$ cat src/rtl/opshift_pkg.sv
package opshift_pkg;

    localparam int OP_BITS  = 3;
    localparam int OP_COUNT = 1 << OP_BITS;

    // Encoding is behaviour: these values are the opcode pins.
    typedef enum logic [OP_BITS-1:0] {
        CLEAR     = 3'b000,
        SHR_ARITH = 3'b001,
        SHL_ARITH = 3'b010,
        ROT_RIGHT = 3'b011,
        ROT_LEFT  = 3'b100,
        KEEP      = 3'b101,
        LOAD      = 3'b110,
        IDLE      = 3'b111
    } shop_e;

endpackage

$ cat src/rtl/opshift_cands.sv
module opshift_cands
    import opshift_pkg::*;
#(
    parameter int WIDTH = 8
) (
    input  logic [WIDTH-1:0]                q_cur,
    input  logic [WIDTH-1:0]                d_in,
    output logic [OP_COUNT-1:0][WIDTH-1:0]  cand
);

    localparam int MSB = WIDTH - 1;

    // One candidate next word per opcode state.
    always_comb begin
        for (int k = 0; k < OP_COUNT; k++) begin
            unique case (shop_e'(k[OP_BITS-1:0]))
                CLEAR:     cand[k] = '0;
                SHR_ARITH: cand[k] = {q_cur[MSB], q_cur[MSB:1]};
                SHL_ARITH: cand[k] = {q_cur[MSB-1:0], 1'b0};
                ROT_RIGHT: cand[k] = {q_cur[0], q_cur[MSB:1]};
                ROT_LEFT:  cand[k] = {q_cur[MSB-1:0], q_cur[MSB]};
                KEEP:      cand[k] = q_cur;
                LOAD:      cand[k] = d_in;
                IDLE:      cand[k] = q_cur;
                default:   cand[k] = q_cur;
            endcase
        end
    end

endmodule

$ cat src/rtl/opshift_slice.sv
module opshift_slice
    import opshift_pkg::*;
(
    input  logic                clk,
    input  logic                rst,
    input  logic [OP_BITS-1:0]  sel,
    input  logic [OP_COUNT-1:0] pick,
    output logic                bit_q
);

    logic bit_d;

    // Eight-way selector in front of the flop.
    always_comb bit_d = pick[sel];

    always_ff @(posedge clk or posedge rst) begin
        if (rst) bit_q <= 1'b0;
        else     bit_q <= bit_d;
    end

endmodule

$ cat src/rtl/opshift_reg.sv
module opshift_reg
    import opshift_pkg::*;
#(
    parameter int WIDTH = 8
) (
    input  logic             clk,
    input  logic             rst,
    input  logic [2:0]       op_code,
    input  logic [WIDTH-1:0] data_in,
    output logic [WIDTH-1:0] q_out
);

    localparam int MSB = WIDTH - 1;

    logic [OP_COUNT-1:0][WIDTH-1:0] cand;
    logic [WIDTH-1:0]               q_int;

    opshift_cands #(.WIDTH(WIDTH)) u_cands (
        .q_cur (q_int),
        .d_in  (data_in),
        .cand  (cand)
    );

    // One slice per bit; candidates are transposed per bit.
    for (genvar b = 0; b < WIDTH; b++) begin : g_slice
        logic [OP_COUNT-1:0] pick_b;
        for (genvar k = 0; k < OP_COUNT; k++) begin : g_pick
            assign pick_b[k] = cand[k][b];
        end
        opshift_slice u_slice (
            .clk   (clk),
            .rst   (rst),
            .sel   (op_code),
            .pick  (pick_b),
            .bit_q (q_int[b])
        );
    end

    always_comb q_out = q_int;

    // Properties guarding the update machine.
    assert_reset_zero_R1: assert property (@(posedge clk) rst |-> q_out == '0);

    assert_clear_R2: assert property (@(posedge clk) disable iff (rst)
        (!$past(rst) && $past(op_code) == 3'b000) |-> q_out == '0);

    assert_shr_arith_R3: assert property (@(posedge clk) disable iff (rst)
        (!$past(rst) && $past(op_code) == 3'b001)
        |-> q_out == {$past(q_out[MSB]), $past(q_out[MSB:1])});

    assert_shl_arith_R4: assert property (@(posedge clk) disable iff (rst)
        (!$past(rst) && $past(op_code) == 3'b010)
        |-> q_out == {$past(q_out[MSB-1:0]), 1'b0});

    assert_rot_right_R5: assert property (@(posedge clk) disable iff (rst)
        (!$past(rst) && $past(op_code) == 3'b011)
        |-> q_out == {$past(q_out[0]), $past(q_out[MSB:1])});

    assert_rot_left_R6: assert property (@(posedge clk) disable iff (rst)
        (!$past(rst) && $past(op_code) == 3'b100)
        |-> q_out == {$past(q_out[MSB-1:0]), $past(q_out[MSB])});

    assert_keep_R7: assert property (@(posedge clk) disable iff (rst)
        (!$past(rst) && $past(op_code) == 3'b101) |-> $stable(q_out));

    assert_load_R8: assert property (@(posedge clk) disable iff (rst)
        (!$past(rst) && $past(op_code) == 3'b110) |-> q_out == $past(data_in));

    assert_idle_R9: assert property (@(posedge clk) disable iff (rst)
        (!$past(rst) && $past(op_code) == 3'b111) |-> $stable(q_out));

endmodule

$ cat config.mk
export PLATFORM = sky130hd
export DESIGN_NAME = opshift_reg
export DESIGN_NICKNAME = d
export VERILOG_FILES = /design/src/rtl/opshift_pkg.sv /design/src/rtl/opshift_cands.sv /design/src/rtl/opshift_slice.sv /design/src/rtl/opshift_reg.sv
export SDC_FILE = /design/constraint.sdc
export NUM_CORES = 1
export LEC_CHECK = 0
export CAP_MARGIN = 0
export CELL_PAD_IN_SITES_DETAIL_PLACEMENT = 1
export CELL_PAD_IN_SITES_GLOBAL_PLACEMENT = 1
export CORE_AREA = 2 2 56 58
export CTS_CLUSTER_SIZE = 28
export DETAILED_ROUTE_END_ITERATION = 10
export DIE_AREA = 0 0 58 60
export PLACE_DENSITY_LB_ADDON = 0.08
export SLEW_MARGIN = 20
export SYNTH_ARGS = -nofsm -noshare
export SYNTH_HDL_FRONTEND = slang
export SYNTH_HIERARCHICAL = 1
export SYNTH_SLANG_ARGS = --single-unit
$ cat constraint.sdc
create_clock -name clk -period 3.05 [get_ports clk]
set_clock_uncertainty 0.05 [all_clocks]
set_input_delay 0.4575 -clock clk [delete_from_list [all_inputs] [get_ports clk]]
set_output_delay 0.4575 -clock clk [all_outputs]
set_load 0.05 [all_outputs]
* Word-level counts from Yosys, hierarchy flattened
Index checks and enable logic that the tools add are counted.
** Storage, ports and cells
- Register bits after elaboration :: 8
- Latch bits :: 0
- Bits in writable memories :: 0
- Bits in read-only memories :: 0
- Input bits :: 13
- Output and inout bits :: 8
- Word-level logic and storage cells :: 25
- Memories kept :: 0
** Operators by class
- $add $sub $neg :: 0
- $mul :: 0
- Div/mod/pow operators :: 0
- $lt $le $gt $ge :: 1
- Eq/ne operators :: 0
- Shifts and indexed selects :: 0
- Mux-type cells :: 16
- Bitwise gates (word level) :: 0
- Reductions and logical operators :: 0
** Operators by type and width (number)
- $bmux W1 S3 :: 8
- $mux W1 :: 8
- $lt A3 B4 Y1 const B :: 1

* Logic depth before layout (Yosys ltp)
- Depth in word-level cells :: 2
- Gate-level depth with buffers :: 3
- Mapped depth without buffers :: 2

* By module
The synthesis kept the hierarchy.
** Modules (own cells, without submodules)
- opshift_slice :: instances 8, cells an instance 5, area an instance 92.6 sq um, seq. area each 25.0 sq um
- opshift_cands :: instances 1, cells an instance 65, area an instance 484.2 sq um, seq. area each 0.0 sq um

* Worst setup path after synthesis
No wires, ideal clock.
- Kind :: register -> register
- Start :: register g_slice[1].u_slice.bit_q
- End :: register g_slice[0].u_slice.bit_q
- Library setup time :: 0.125 ns
- Arrival time :: 1.538 ns
- Data required time :: 2.875 ns
- Slack :: 1.337 ns
- Cell stages (with the launch flop) :: 4
- Buffers on the path :: 1
- Clock period less this slack :: 1.713 ns
- Cell sequence :: dfrtp_1 -> buf_4 -> mux4_1 -> mux2_2
** On the way
- Longest elaborated chain between the ends :: 2
** Ends and longest elaborated chain
- start, declared :: line opshift_slice.sv:8 : output logic bit_q
- start signal, assigned :: line opshift_slice.sv:18 : else bit_q <= bit_d;
- $bmux W1 S3 :: line opshift_slice.sv:14 : always_comb bit_d = pick[sel];
- $mux W1 (implied by the code) :: line opshift_slice.sv:14
- named net g_slice[0].u_slice.bit_d :: line opshift_slice.sv:11 : logic bit_d;
- end signal, assigned :: line opshift_slice.sv:18
- end, declared :: line opshift_slice.sv:8
The timed path passes the listed nets, and every way through them passes these cells. The select of a mux whose other input is x is not followed.

* Worst setup path after layout
- Start :: register g_slice[3].u_slice.bit_q
- End :: output q_out[3]
** RTL lines
- start, declared :: line opshift_slice.sv:8
- start signal, assigned :: line opshift_slice.sv:18
- end, declared :: line opshift_reg.sv:10 : output logic [WIDTH-1:0] q_out
No word-level cell between the ends.

==> flow_metrics.tcl <==
set metrics [dict create \
    wirelength_mm 1.54 \
    regMostFlops "g_slice.u_slice/bit_q" \
    synthToLayoutAreaGrowth_pct -14.6 \
    crit_chain "clkdlybuf4s50_1" \
    cp-end-kind "output port" \
    first_global_vias 494 \
    portBuffers 20 \
    outcome "finished clean" \
    cts_tree "built" \
    placed_area_um2 1020 \
    io_pins 21 \
    grt_overflow 0 \
    cts_buffers 3 \
    ys_types 6 \
    num-fill-cells 315 \
    grt_setup_unrepaired "false" \
    cts_hold_buf 0 \
    worst-setup-path-type "register to output port" \
    post-route-util 0.360 \
    leakagePower_uw 0.000463 \
    final-max-slew-violation-count 0 \
    max_slew_margin 0.597 \
    placedCellCount 103 \
    cp.required_ps 2540 \
    n_antenna_cell 0 \
    cp.arrival_ps 1540 \
    dpl.hpwl_mm 1.10 \
    pre_cts_ws_ps 841 \
    nets 88 \
    clkTransAtPathRegs_ps 60 \
    cts.path.max_buffers 2 \
    drcViolationCount 0 \
    cp-start-kind "register" \
    yosysWarnings 6 \
    seq_area_frac_synth 0.163 \
    worst_path_largest_cell_delay_ps 840 \
    fin_crit_sh 0.671 \
    clkSinkCount 8 \
    dieArea_um2 3480 \
    hold_viol 0 \
    top_regs "g_slice.u_slice/bit_q (8)" \
    ir_drop_mv 0.236 \
    design_area_um2 1050 \
    cp_max_fo 7 \
    slowest_stage "clkdlybuf4s50_1" \
    coreArea_um2 2900 \
    hold_path_class "input pin to async pin" \
    layout_min_cycle_time_ps 2050 \
    layout-drive-gt1-share 0.164 \
    setup_tns_ps 0 \
    start_util 0.422 \
    synth-seq-cells 8 \
    vias 525 \
    drtPass1Iterations 2 \
    worstMarginPinSlew_ps 603 \
    fp-row-count 20 \
    wire_per_inst_um 14.6 \
    vias_per_cell 4.95 \
    powerDensity_nw_per_um2 608 \
    crit_start "g_slice[3].u_slice/bit_q$_DFF_PP0_" \
    netlist_area_um2 1220 \
    largest_reg_flops 8 \
    avgSynthCellArea_um2 11.7 \
    synthCells 105 \
    clock_latency_ps 250 \
    cts-resized-gates 0 \
    antenna_found_initial 0 \
    rr_startpoint "g_slice[3].u_slice/bit_q$_DFF_PP0_" \
    layoutNonFillerInstCount 106 \
    drv_cap 0 \
    grt_max_degree 17 \
    path_buf_inv 1 \
    die_w_um 58 \
    post_cts_buffers 0 \
    htree_levels 1 \
    cts_root_buf "clkbuf_4" \
    drt-initial-drc-count 7 \
    ant_nets 0 \
    gp_congestion 0.634 \
    groute.usage.overall 0.0994 \
    grt_pass1_wl_mm 2.40 \
    timing.fmax_ghz 0.488 \
    crit_family "buffers and inverters" \
    fp.dieH_um 60 \
    layout_setup_ws_ps 1000 \
    setup_violations 0 \
]
layer usage:
metal	vias to the layer above	global-route usage	wire (µm)
met5	-	0	0
met1	269	0.130	711
met3	0	0.0281	103
met2	13	0.156	729
met4	0	0.0399	0
li1	243	-	-
synth_stat cells, drive strengths merged:
library cell	n	area (µm²)
buf	64	480
conb	1	3.75
dfrtp	8	200
inv	8	30.0
mux2	8	90.1
mux4	16	420
through the flow:
step,total power (µW),hold slack (ps)
2_1_floorplan,722,136
3_3_place_gp,559,762
3_5_place_dp,559,776
4_1_cts,652,515
5_1_grt,675,543
6_report,636,498
report_power, final:
part	total (µW)	switching [µW]	internal, µW
clock network	84.1	38.9	45.2
registers	198	56.7	141
logic	354	176	178
worst register-to-register path: cells and delay by family (launching register included):
| family | cells | cell delay (ps) |
|---|---|---|
| flops | 1 | 450 |
| mux | 2 | 790 |
cell usage in the layout (no fill, tap or decap):
master / n
inv_1: 8
clkbuf_4: 3
mux2_2: 8
conb_1: 9
clkdlybuf4s50_1: 20
mux4_1: 16
buf_4: 1
dfrtp_1: 8
logic make-up after synthesis:
family / after synthesis / share of synthesized area
multiplexers: 24 / 0.417
buffers and inverters: 72 / 0.417
flip-flops: 8 / 0.163
other: 1 / 0.00306
layout make-up:
type                    instances  area, µm²  area share
repair buffers                 21        208       0.199
well taps                      33       41.3      0.0395
clock buffers                   3       22.5      0.0215
multi-input cells              33        544       0.520
inverters                       8       30.0      0.0287
flip-flops and latches          8        200       0.191
path summary, 6_finish.rpt:
check	endpoint	slack (ps)	depth (start not counted)
worst min register to register	g_slice[1].u_slice/bit_q$_DFF_PP0_	760	2
worst min-delay path	g_slice[5].u_slice/bit_q$_DFF_PP0_	500	2
worst max-delay path	q_out[3]	1000	1
min in group clk	g_slice[1].u_slice/bit_q$_DFF_PP0_	760	2
max in group asynchronous	g_slice[3].u_slice/bit_q$_DFF_PP0_	2340	2
worst max register to register	g_slice[2].u_slice/bit_q$_DFF_PP0_	1650	2
Power figures use the tool's default switching activity.
